$ cat src/rtl/vpage_xlate_pkg.sv
// Shared types for the page translator.
// Assumes a single outstanding request at a time.
package vpage_xlate_pkg;

    typedef enum logic [1:0] {
        FLT_NONE   = 2'b00,
        FLT_ABSENT = 2'b01,
        FLT_WPROT  = 2'b10
    } flt_e;

    typedef enum logic [1:0] {
        ST_IDLE,
        ST_FETCH,
        ST_WAIT,
        ST_RESP
    } xl_state_e;

    localparam int PTE_PRESENT_BIT  = 0;
    localparam int PTE_WRITABLE_BIT = 1;

endpackage

$ cat src/rtl/vpage_victim.sv
// Slot chooser for cache fills: lowest empty slot, else round-robin pointer.
// Assumes adv is raised once per fill; the pointer moves only when the cache is full.
module vpage_victim #(
    parameter int ENTRIES = 64,
    localparam int IDX_W  = $clog2(ENTRIES)
) (
    input  logic               clk,
    input  logic               rst_n,
    input  logic [ENTRIES-1:0] vld,
    input  logic               adv,
    output logic [IDX_W-1:0]   slot
);

    logic [IDX_W-1:0] rr_q;
    logic [IDX_W-1:0] free_idx;
    logic             full;

    // Priority search for the lowest-numbered empty slot.
    always_comb begin
        free_idx = '0;
        for (int i = ENTRIES - 1; i >= 0; i--) begin
            if (!vld[i]) free_idx = IDX_W'(i);
        end
    end

    assign full = &vld;
    assign slot = full ? rr_q : free_idx;

    // Round-robin pointer, advanced by each replacement of a full cache.
    always_ff @(posedge clk) begin
        if (!rst_n) begin
            rr_q <= '0;
        end else if (adv && full) begin
            rr_q <= (rr_q == IDX_W'(ENTRIES - 1)) ? '0 : rr_q + 1'b1;
        end
    end

    p_free_slot_r7: assert property (@(posedge clk) disable iff (!rst_n)
        (adv && !full) |-> !vld[slot]);

endmodule

$ cat src/rtl/vpage_tcache.sv
// Fully associative translation cache: page number -> frame + writable flag.
// Assumes fills only follow a miss, so at most one slot ever matches.
module vpage_tcache #(
    parameter int ENTRIES = 64,
    parameter int VPN_W   = 20,
    parameter int PPN_W   = 20,
    localparam int IDX_W  = $clog2(ENTRIES)
) (
    input  logic             clk,
    input  logic             rst_n,
    input  logic             flush,
    input  logic [VPN_W-1:0] lk_vpn,
    output logic             hit,
    output logic [PPN_W-1:0] hit_ppn,
    output logic             hit_wr,
    input  logic             fill_en,
    input  logic [VPN_W-1:0] fill_vpn,
    input  logic [PPN_W-1:0] fill_ppn,
    input  logic             fill_wr
);

    logic [ENTRIES-1:0] vld_q;
    logic [VPN_W-1:0]   tag_q [ENTRIES];
    logic [PPN_W-1:0]   ppn_q [ENTRIES];
    logic [ENTRIES-1:0] wr_q;
    logic [ENTRIES-1:0] match;
    logic [IDX_W-1:0]   slot;

    // One comparator per slot, all evaluated in parallel.
    for (genvar g = 0; g < ENTRIES; g++) begin : g_cmp
        assign match[g] = vld_q[g] && (tag_q[g] == lk_vpn);
    end

    // OR-reduce the matching slot's payload onto the hit outputs.
    always_comb begin
        hit_ppn = '0;
        hit_wr  = 1'b0;
        for (int i = 0; i < ENTRIES; i++) begin
            if (match[i]) begin
                hit_ppn = hit_ppn | ppn_q[i];
                hit_wr  = hit_wr | wr_q[i];
            end
        end
    end
    assign hit = |match;

    vpage_victim #(.ENTRIES(ENTRIES)) victim_i (
        .clk  (clk),
        .rst_n(rst_n),
        .vld  (vld_q),
        .adv  (fill_en && !flush),
        .slot (slot)
    );

    // Valid bits: cleared by reset or flush; flush wins over a same-cycle fill.
    always_ff @(posedge clk) begin
        if (!rst_n) begin
            vld_q <= '0;
        end else if (flush) begin
            vld_q <= '0;
        end else if (fill_en) begin
            vld_q[slot] <= 1'b1;
        end
    end

    // Slot payload written on fill; no reset needed behind the valid bits.
    always_ff @(posedge clk) begin
        if (fill_en && !flush) begin
            tag_q[slot] <= fill_vpn;
            ppn_q[slot] <= fill_ppn;
            wr_q[slot]  <= fill_wr;
        end
    end

    p_single_match_r7: assert property (@(posedge clk) disable iff (!rst_n)
        $onehot0(match));
    p_flush_empties_r6: assert property (@(posedge clk) disable iff (!rst_n)
        flush |=> (vld_q == '0));

endmodule

$ cat src/rtl/vpage_ctrl.sv
// Request sequencer: hit response, table fetch on miss, protection check, fill.
// Assumes the requester holds its inputs until a response and memory answers
// no earlier than the cycle after mem_rd_en.
module vpage_ctrl
    import vpage_xlate_pkg::*;
#(
    parameter int VA_W      = 32,
    parameter int PAGE_BITS = 12,
    localparam int VPN_W    = VA_W - PAGE_BITS
) (
    input  logic             clk,
    input  logic             rst_n,
    input  logic             req_valid,
    input  logic [VA_W-1:0]  req_vaddr,
    input  logic             req_write,
    input  logic             kern_mode,
    input  logic [VA_W-1:0]  user_base,
    input  logic [VA_W-1:0]  kern_base,
    input  logic             hit,
    input  logic [VPN_W-1:0] hit_ppn,
    input  logic             hit_wr,
    output logic             fill_en,
    output logic [VPN_W-1:0] fill_vpn,
    output logic [VPN_W-1:0] fill_ppn,
    output logic             fill_wr,
    output logic             mem_rd_en,
    output logic [VA_W-1:0]  mem_rd_addr,
    input  logic             mem_rd_valid,
    input  logic [VA_W-1:0]  mem_rd_data,
    output logic             resp_done,
    output logic             resp_fault,
    output logic [1:0]       resp_fault_code,
    output logic [VA_W-1:0]  resp_paddr
);

    localparam int PAD_W = PAGE_BITS - 2;

    xl_state_e            st_q;
    logic [VPN_W-1:0]     vpn_q;
    logic [PAGE_BITS-1:0] off_q;
    logic                 wr_q;
    logic [VA_W-1:0]      addr_q;
    logic                 pte_present;
    logic                 pte_wr;

    assign pte_present = mem_rd_data[PTE_PRESENT_BIT];
    assign pte_wr      = mem_rd_data[PTE_WRITABLE_BIT];

    // Fill the cache when a present entry arrives.
    always_comb begin
        fill_en  = (st_q == ST_WAIT) && mem_rd_valid && pte_present;
        fill_vpn = vpn_q;
        fill_ppn = mem_rd_data[VA_W-1:PAGE_BITS];
        fill_wr  = pte_wr;
    end

    assign mem_rd_en   = (st_q == ST_FETCH);
    assign mem_rd_addr = addr_q;

    // State machine and registered response.
    always_ff @(posedge clk) begin
        if (!rst_n) begin
            st_q            <= ST_IDLE;
            vpn_q           <= '0;
            off_q           <= '0;
            wr_q            <= 1'b0;
            addr_q          <= '0;
            resp_done       <= 1'b0;
            resp_fault      <= 1'b0;
            resp_fault_code <= FLT_NONE;
            resp_paddr      <= '0;
        end else begin
            resp_done       <= 1'b0;
            resp_fault      <= 1'b0;
            resp_fault_code <= FLT_NONE;
            case (st_q)
                ST_IDLE: begin
                    if (req_valid) begin
                        if (hit) begin
                            st_q <= ST_RESP;
                            if (req_write && !hit_wr) begin
                                resp_fault      <= 1'b1;
                                resp_fault_code <= FLT_WPROT;
                            end else begin
                                resp_done  <= 1'b1;
                                resp_paddr <= {hit_ppn, req_vaddr[PAGE_BITS-1:0]};
                            end
                        end else begin
                            st_q   <= ST_FETCH;
                            vpn_q  <= req_vaddr[VA_W-1:PAGE_BITS];
                            off_q  <= req_vaddr[PAGE_BITS-1:0];
                            wr_q   <= req_write;
                            addr_q <= (kern_mode ? kern_base : user_base)
                                      + {{PAD_W{1'b0}}, req_vaddr[VA_W-1:PAGE_BITS], 2'b00};
                        end
                    end
                end
                ST_FETCH: st_q <= ST_WAIT;
                ST_WAIT: begin
                    if (mem_rd_valid) begin
                        st_q <= ST_RESP;
                        if (!pte_present) begin
                            resp_fault      <= 1'b1;
                            resp_fault_code <= FLT_ABSENT;
                        end else if (wr_q && !pte_wr) begin
                            resp_fault      <= 1'b1;
                            resp_fault_code <= FLT_WPROT;
                        end else begin
                            resp_done  <= 1'b1;
                            resp_paddr <= {mem_rd_data[VA_W-1:PAGE_BITS], off_q};
                        end
                    end
                end
                default: st_q <= ST_IDLE;
            endcase
        end
    end

    p_one_outcome_r8: assert property (@(posedge clk) disable iff (!rst_n)
        !(resp_done && resp_fault));
    p_resp_pulse_r8: assert property (@(posedge clk) disable iff (!rst_n)
        (resp_done || resp_fault) |=> !(resp_done || resp_fault));
    p_rd_pulse_r8: assert property (@(posedge clk) disable iff (!rst_n)
        mem_rd_en |=> !mem_rd_en);
    p_code_fault_r8: assert property (@(posedge clk) disable iff (!rst_n)
        (resp_fault_code != FLT_NONE) == resp_fault);
    p_absent_nofill_r4: assert property (@(posedge clk) disable iff (!rst_n)
        (resp_fault && resp_fault_code == FLT_ABSENT) |-> $past(!fill_en));

endmodule

$ cat src/rtl/vpage_xlate.sv
// Top of the paged translator: joins the associative cache and the sequencer.
// Assumes one request in flight; the flush should be pulsed on address space change.
module vpage_xlate #(
    parameter int VA_W      = 32,
    parameter int PAGE_BITS = 12,
    parameter int ENTRIES   = 64,
    localparam int VPN_W    = VA_W - PAGE_BITS
) (
    input  logic            clk,
    input  logic            rst_n,
    input  logic            req_valid,
    input  logic [VA_W-1:0] req_vaddr,
    input  logic            req_write,
    input  logic            kern_mode,
    input  logic [VA_W-1:0] user_base,
    input  logic [VA_W-1:0] kern_base,
    input  logic            flush,
    output logic            mem_rd_en,
    output logic [VA_W-1:0] mem_rd_addr,
    input  logic            mem_rd_valid,
    input  logic [VA_W-1:0] mem_rd_data,
    output logic            resp_done,
    output logic            resp_fault,
    output logic [1:0]      resp_fault_code,
    output logic [VA_W-1:0] resp_paddr
);

    logic             hit;
    logic [VPN_W-1:0] hit_ppn;
    logic             hit_wr;
    logic             fill_en;
    logic [VPN_W-1:0] fill_vpn;
    logic [VPN_W-1:0] fill_ppn;
    logic             fill_wr;

    vpage_tcache #(
        .ENTRIES(ENTRIES),
        .VPN_W  (VPN_W),
        .PPN_W  (VPN_W)
    ) cache_i (
        .clk     (clk),
        .rst_n   (rst_n),
        .flush   (flush),
        .lk_vpn  (req_vaddr[VA_W-1:PAGE_BITS]),
        .hit     (hit),
        .hit_ppn (hit_ppn),
        .hit_wr  (hit_wr),
        .fill_en (fill_en),
        .fill_vpn(fill_vpn),
        .fill_ppn(fill_ppn),
        .fill_wr (fill_wr)
    );

    vpage_ctrl #(
        .VA_W     (VA_W),
        .PAGE_BITS(PAGE_BITS)
    ) ctrl_i (
        .clk            (clk),
        .rst_n          (rst_n),
        .req_valid      (req_valid),
        .req_vaddr      (req_vaddr),
        .req_write      (req_write),
        .kern_mode      (kern_mode),
        .user_base      (user_base),
        .kern_base      (kern_base),
        .hit            (hit),
        .hit_ppn        (hit_ppn),
        .hit_wr         (hit_wr),
        .fill_en        (fill_en),
        .fill_vpn       (fill_vpn),
        .fill_ppn       (fill_ppn),
        .fill_wr        (fill_wr),
        .mem_rd_en      (mem_rd_en),
        .mem_rd_addr    (mem_rd_addr),
        .mem_rd_valid   (mem_rd_valid),
        .mem_rd_data    (mem_rd_data),
        .resp_done      (resp_done),
        .resp_fault     (resp_fault),
        .resp_fault_code(resp_fault_code),
        .resp_paddr     (resp_paddr)
    );

    p_reset_quiet_r9: assert property (@(posedge clk)
        !rst_n |=> !(resp_done || resp_fault || mem_rd_en));

endmodule

$ cat config.mk
export PLATFORM = sky130hd
export DESIGN_NAME = vpage_xlate
export DESIGN_NICKNAME = d
export VERILOG_FILES = /design/src/rtl/vpage_xlate_pkg.sv /design/src/rtl/vpage_victim.sv /design/src/rtl/vpage_tcache.sv /design/src/rtl/vpage_ctrl.sv /design/src/rtl/vpage_xlate.sv
export SDC_FILE = /design/constraint.sdc
export NUM_CORES = 2
export LEC_CHECK = 0
export CAP_MARGIN = 30
export CORE_ASPECT_RATIO = 1.2
export CORE_MARGIN = 2
export CORE_UTILIZATION = 55
export CTS_CLUSTER_DIAMETER = 120
export DETAILED_ROUTE_END_ITERATION = 16
export PLACE_DENSITY = 0.77
export SETUP_SLACK_MARGIN = 0.15
export SLEW_MARGIN = 10
export SYNTH_ARGS = -nofsm -noshare
export SYNTH_HDL_FRONTEND = slang
export SYNTH_HIERARCHICAL = 1
export SYNTH_SLANG_ARGS = --single-unit
$ cat constraint.sdc
create_clock -name clk -period 7.5 [get_ports clk]
set_input_delay 2.25 -clock clk [delete_from_list [all_inputs] [get_ports clk]]
set_output_delay 2.25 -clock clk [all_outputs]
set_load 0.005 [all_outputs]
Yosys cells after proc, flatten, opt, wreduce, memory -nomap -nowiden
Memories as Yosys holds them, arrays and structs flattened.
Cells that the tools add are included.
Widths: inputs -> output; s select.
{"block": "word_totals", "regBits": 237, "ramBits": 2560, "inputBits": 135, "wordCells": 534, "n_memories": 2}
{"memory": "cache_i.ppn_q", "words": 64, "width": 20, "read_ports": 64, "rd_clocked_by_memory_dff": 0, "wr": 1, "line_no": "vpage_tcache.sv:24", "rtl": "logic [PPN_W-1:0] ppn_q [ENTRIES];"}
{"memory": "cache_i.tag_q", "words": 64, "width": 20, "read_ports": 64, "rd_clocked_by_memory_dff": 0, "wr": 1, "line_no": "vpage_tcache.sv:23", "rtl": "logic [VPN_W-1:0] tag_q [ENTRIES];"}
{"block": "classes", "addsub": 2, "n_lt_le_gt_ge": 2, "eq_ne": 73, "n_mux": 232, "bitwise": 129, "n_reduce_logical": 82}
{"op": "$eq 20x20->1", "n": 64}
{"op": "$mux 20", "n": 64}
{"op": "$or 20x20->20", "n": 63}
{"op": "$mux 6", "n": 66}
{"op": "$mux 32", "n": 7}
{"op": "$mux 1", "n": 79}
{"op": "$logic_and 1x1->1", "n": 71}
{"op": "$bwmux 64", "n": 1}
{"op": "$or 64x64->64", "n": 1}
{"op": "$pmux 32 s2", "n": 1}
{"op": "$reduce_and 64->1", "n": 1}
{"op": "$reduce_or 64->1", "n": 1}
{"op": "$or 1x1->1", "n": 63}
{"op": "$add 32x22->32", "n": 1}
{"op": "$mux 2", "n": 9}
{"op": "$ne 2x2->1 const B", "n": 6}
{"op": "$lt 6x7->1 const B", "n": 1}
{"op": "$reduce_and 7->1", "n": 1}
{"op": "$add 6x1->6 const B", "n": 1}
{"op": "$demux 1 s6", "n": 1}
{"op": "$eq 6x6->1 const B", "n": 1}
{"op": "$ge 6x1->1 const B", "n": 1}
{"op": "$pmux 2 s3", "n": 1}
{"op": "$pmux 1 s2", "n": 2}
{"op": "other kinds (10)", "n": 13}

Logic depth before layout (Yosys ltp)
{"block": "depth", "word_depth": 135, "depth_mapped": 17, "mapped_depth_nobuf": 12}

Hierarchy
Netlist, hierarchy kept.
{"module": "vpage_tcache", "instances": 1, "cells_each": 6978, "area_each_um2": 108569.1}
{"module": "vpage_ctrl", "instances": 1, "cells_each": 712, "area_each_um2": 6125.9}
{"module": "vpage_victim", "instances": 1, "cells_each": 180, "area_each_um2": 1179.9}

Worst setup path before layout
Ideal clock, no wire load.
{"block": "synth_timing", "path_type": "input to register", "from": "input mem_rd_valid", "to": "memory cache_i.ppn_q[7][0], enable pin", "t_arrival_ps": 4963, "t_required_ps": 7056, "setup_slack_ps": 2093, "stages": 5, "path_buffers": 1, "cell_sequence": "and3_1 -> nand3_1 -> or3_1 -> clkbuf_1 -> nor2b_1"}
{"block": "synth_between", "elab_chain_cells": 5}
{"element": "from (decl)", "line_no": "vpage_xlate.sv:20", "rtl": "input logic mem_rd_valid,"}
{"element": "$logic_and 1x1->1 (2 in series)", "line_no": "vpage_ctrl.sv:51", "rtl": "fill_en = (st_q == ST_WAIT) && mem_rd_valid && pte_present;"}
{"element": "$logic_and 1x1->1", "line_no": "vpage_tcache.sv:68", "rtl": "if (fill_en && !flush) begin"}
{"element": "$mux 1", "line_no": "vpage_tcache.sv:68"}
{"element": "$mux 1 (not written as such)", "line_no": "vpage_tcache.sv:70", "rtl": "ppn_q[slot] <= fill_ppn;"}
{"element": "to (decl)", "line_no": "vpage_tcache.sv:24"}
Every way passes these cells.

Worst setup path after layout
{"block": "layout_timing", "from": "input req_vaddr[13]", "to": "register ctrl_i.addr_q[25] (netlist: ctrl_i/mem_rd_addr[25])"}
{"block": "layout_between", "elab_chain_cells": 5, "word_cells_on_any_way": 132, "cone_classes": "1 x add/sub; 64 x eq/ne; 1 x bitwise; 66 x reduce/logical"}
{"element": "from (decl)", "line_no": "vpage_xlate.sv:12", "rtl": "input logic [VA_W-1:0] req_vaddr,"}
{"element": "$eq 20x20->1", "line_no": "vpage_tcache.sv:31", "rtl": "assign match[g] = vld_q[g] && (tag_q[g] == lk_vpn);"}
{"element": "$logic_and 1x1->1", "line_no": "vpage_tcache.sv:31"}
{"element": "$reduce_or 64->1 (*)", "line_no": "vpage_tcache.sv:45", "rtl": "assign hit = |match;"}
{"element": "named net hit", "line_no": "vpage_xlate.sv:28", "rtl": "logic hit;"}
{"element": "$not 1->1 (no line) (*)"}
{"element": "$reduce_and 3->1 (no line) (*)"}
{"element": "to (signal assigned)", "line_no": "vpage_ctrl.sv:93", "rtl": "addr_q <= (kern_mode ? kern_base : user_base)"}
{"element": "to (decl)", "line_no": "vpage_ctrl.sv:42", "rtl": "logic [VA_W-1:0] addr_q;"}
The timed path passes the listed nets; every way through them passes the cells marked *.
A chain may end at the register's enable or synchronous reset.

==> reports/metrics.csv <==
metric;value;unit
status;complete, but fails checks;
failing checks;DRC;
vias in the first global route;73900;
syn avg cell area;14.7;µm²
DIE AREA;214000;µm²
Crit Reg-Reg Startpoint;cache_i/vld_q[25];
Hold WC Path Type;reg -> reg;
drt wl/cell;33.6;µm
first-pass GRT wire length;529000;µm
1st-iter DRT viols;12200;
IO buf count;193;
Layout Nets;8404;
GP Congestion;0.977;
VDD IR-drop max;278;µV
Die Wd;423;µm
relative slew slack;0.150;
GR Util met1;0.418;
worst setup path start;req_vaddr[13];
ratio of cells with drive above 1 in the final layout;0.123;
Post-Layout Inst Area;131000;µm²
row cnt;184;
crit path DAT;6.91;ns
M2 GR Usage;0.546;
Vert. Die Dim;507;µm
Pleak;41.7;nW
CTS tree;built;
clk buf depth;4;
gr busiest metal;met2;
vias;75900;
footprint of the multi-input gates;31400;µm²
number of synthesis warnings;6;
met3 usage;0.0865;
Cells after Synth;7870;
TNS Setup;0;ns
Compound-Gate Fraction of Synth Area;0.0296;
clock sinks;2797;
final setup margin;1.39;ns
post-cts resize count;0;
period utilization;0.815;
worst slew pin tran;1.28;ns
Worst Setup End Kind;register;
placed cell area;123000;µm²
gr usage total;0.346;
drt total wl;377000;µm
Vias/cell;6.77;
non-filler instance count after layout;11200;
drt pass-1 iters;14;
final count of hold timing violations;0;
io pins;204;
Skew-Pair Late Insertion Delay;0.97;ns
area grow syn2layout;13.3;%
Setup Crit Path Kind;in -> reg;
fillers;14500;
minimum clock period;6.11;ns
CTS buffer count;274;
mux cell area share after synthesis;0.00576;
worst endpoint required time;8.29;ns
fmax;164;MHz
H-tree depth;5;
hold path cells;2;
initial antenna violation count;17;
ANT nets after route;0;
register area;82300;µm²
sequential area share after synthesis;0.710;
DR DRC count;2;
Synth Area in XOR/XNOR;0.0970;
RSZ-0062 raised after global routing;false;
starting density of the core;0.553;
Hold-fix buffers, CTS;0;
Post-synth ARST share;0;
Slew Limit Fails;0;
largest family of logic cells by synthesized area;simple AND/OR/NAND/NOR gates;
post-layout util;0.627;
CTS clk-pin slew, worst paths;0.06;ns
grt total ovfl;0;
Synth Area in Simple Gates;0.126;
Main synth FF type;edfxtp_1;
Synth Register Bits;2797;
pre-CTS setup slack;0.677;ns
Post-synth EDFFs;2624;
final setup fails;0;
maxcap violations;0;
Pwr Density;257;nW/µm²
largest net degree at the start of global routing;70;
crit-path max FO;22;
CTS root buf;clkbuf_16;
core area;210000;µm²
Placed Cells;10700;
Post-Synth Adder-Cell Area;0.00287;
Mapped Area;116000;µm²
Yosys cell types;91;
Net Count, Synth;8031;
clock skew;0.0806;ns
DP HPWL;231000;µm
Min-Delay Startpoint;ctrl_i/mem_rd_addr[31];
CP Launch Type;primary input;
Post-CTS Setup Bufs;0;
R2R cell count;10;
## stage by stage
stage	total power, mW	hold slack, ns
floorplan	19.3	0.442
global placement	20.7	0.435
detailed placement	20.7	0.438
CTS	33.5	0.446
global route	34.3	0.465
finish	33.7	0.443
## registers in the layout (all words and copies together) (netlist names)
register	count
cache_i/ppn_q	1280
cache_i/tag_q	1280
cache_i/victim_i/rr_q	6
cache_i/vld_q	64
cache_i/wr_q	64
ctrl_i/fill_vpn	20
ctrl_i/mem_rd_addr	32
ctrl_i/off_q	12
ctrl_i/resp_done	1
ctrl_i/resp_fault	1
ctrl_i/resp_fault_code	2
ctrl_i/resp_paddr	32
ctrl_i/st_q	2
ctrl_i/wr_q	1
## power breakdown
part | internal (mW) | leakage [nW] | switching, mW
clock | 7.45 | 4.05 | 5.80
sequential | 17.6 | 25.3 | 0.364
combinational | 0.877 | 12.4 | 1.68
## critical path, cell delays in order
cell and delay (ns):
buf_4 0.34, buf_12 0.31, buf_4 0.34, xnor2_1 0.13, nand4_1 0.19, nor4_4 0.07
buf_4 0.24, a22oi_1 0.59, nand2_1 0.11, nor4_1 0.37, nand4_1 0.17, buf_4 0.23
or2_2 0.50, and2_1 0.42, nand2_1 0.13, o21ai_0 0.08, a311o_1 0.29
## cell families (layout without fill, tap and decap cells)
logic type	count (synthesis)	in the layout
AOI/OAI and AO/OA	463	463
xor gates and xnor gates	1283	1283
adders and majority gates	26	26
buffers and inverters	573	1126
DFF	2797	2797
muxes	64	64
other	0	9
and+or+nand+nor	2664	2664
## metal layers
metal,wire [µm],vias to the layer above
met1,124000,37600
li1,-,30800
met2,174000,6059
met5,190,-
met3,45600,1463
met4,32200,20
## worst paths after layout
path / end / slack (ns)
max reg2reg: cache_i/ppn_q[45][9] / 1.78
min reg2reg: ctrl_i/mem_rd_addr[31] / 0.44
max: ctrl_i/mem_rd_addr[25] / 1.39
min: ctrl_i/mem_rd_addr[31] / 0.44
## final cells by class
class,instances,area share
well taps,2790,0.0266
clock buffers,334,0.0554
clock inverters,122,0.00761
inverters,68,0.00194
flip-flops and latches,2797,0.627
diodes,9,0.000172
repair buffers,602,0.0421
multi-input cells,4500,0.239
## cells in the final DEF (no fill, tap or decap), types with 57 or more instances in the layout
cell type and instances:
edfxtp_1 2624, nand2_1 304, a21oi_1 102, nand3_1 1172, nand4_1 610, o2111ai_1 105, nor4_1 145, nor2_1 96
nor2_4 63, clkdlybuf4s50_1 150, clkbuf_16 283, inv_1 62, xor2_1 311, nor4_4 60, and3_1 57, dfxtp_1 153
buf_4 362, xnor2_1 972
## synth_stat cells, types with 13 or more instances
master	number	area, µm²
a21boi_0	40	300
nor3_1	16	80.1
o21ai_1	13	65.1
mux2_2	21	236
mux2i_1	43	430
a21oi_1	102	510
inv_1	62	233
clkbuf_1	78	293
xor2_1	311	2720
o21ai_0	48	240
nand3_1	1172	5870
edfxtp_1	2624	78800
and3_1	57	357
o211a_1	36	360
ha_1	25	313
dfxtp_1	173	3460
o2111ai_1	105	920
nand4_1	610	3820
nor4_2	61	763
nor4_1	163	1020
nand2_1	304	1140
and2_1	19	119
nor2_1	160	601
or3_1	28	175
xnor2_1	972	8510
nand2b_1	16	100
buf_4	93	698
buf_2	247	1240
buf_6	73	822
a22oi_1	14	105
No activity file was read; power rests on OpenSTA's default activity.
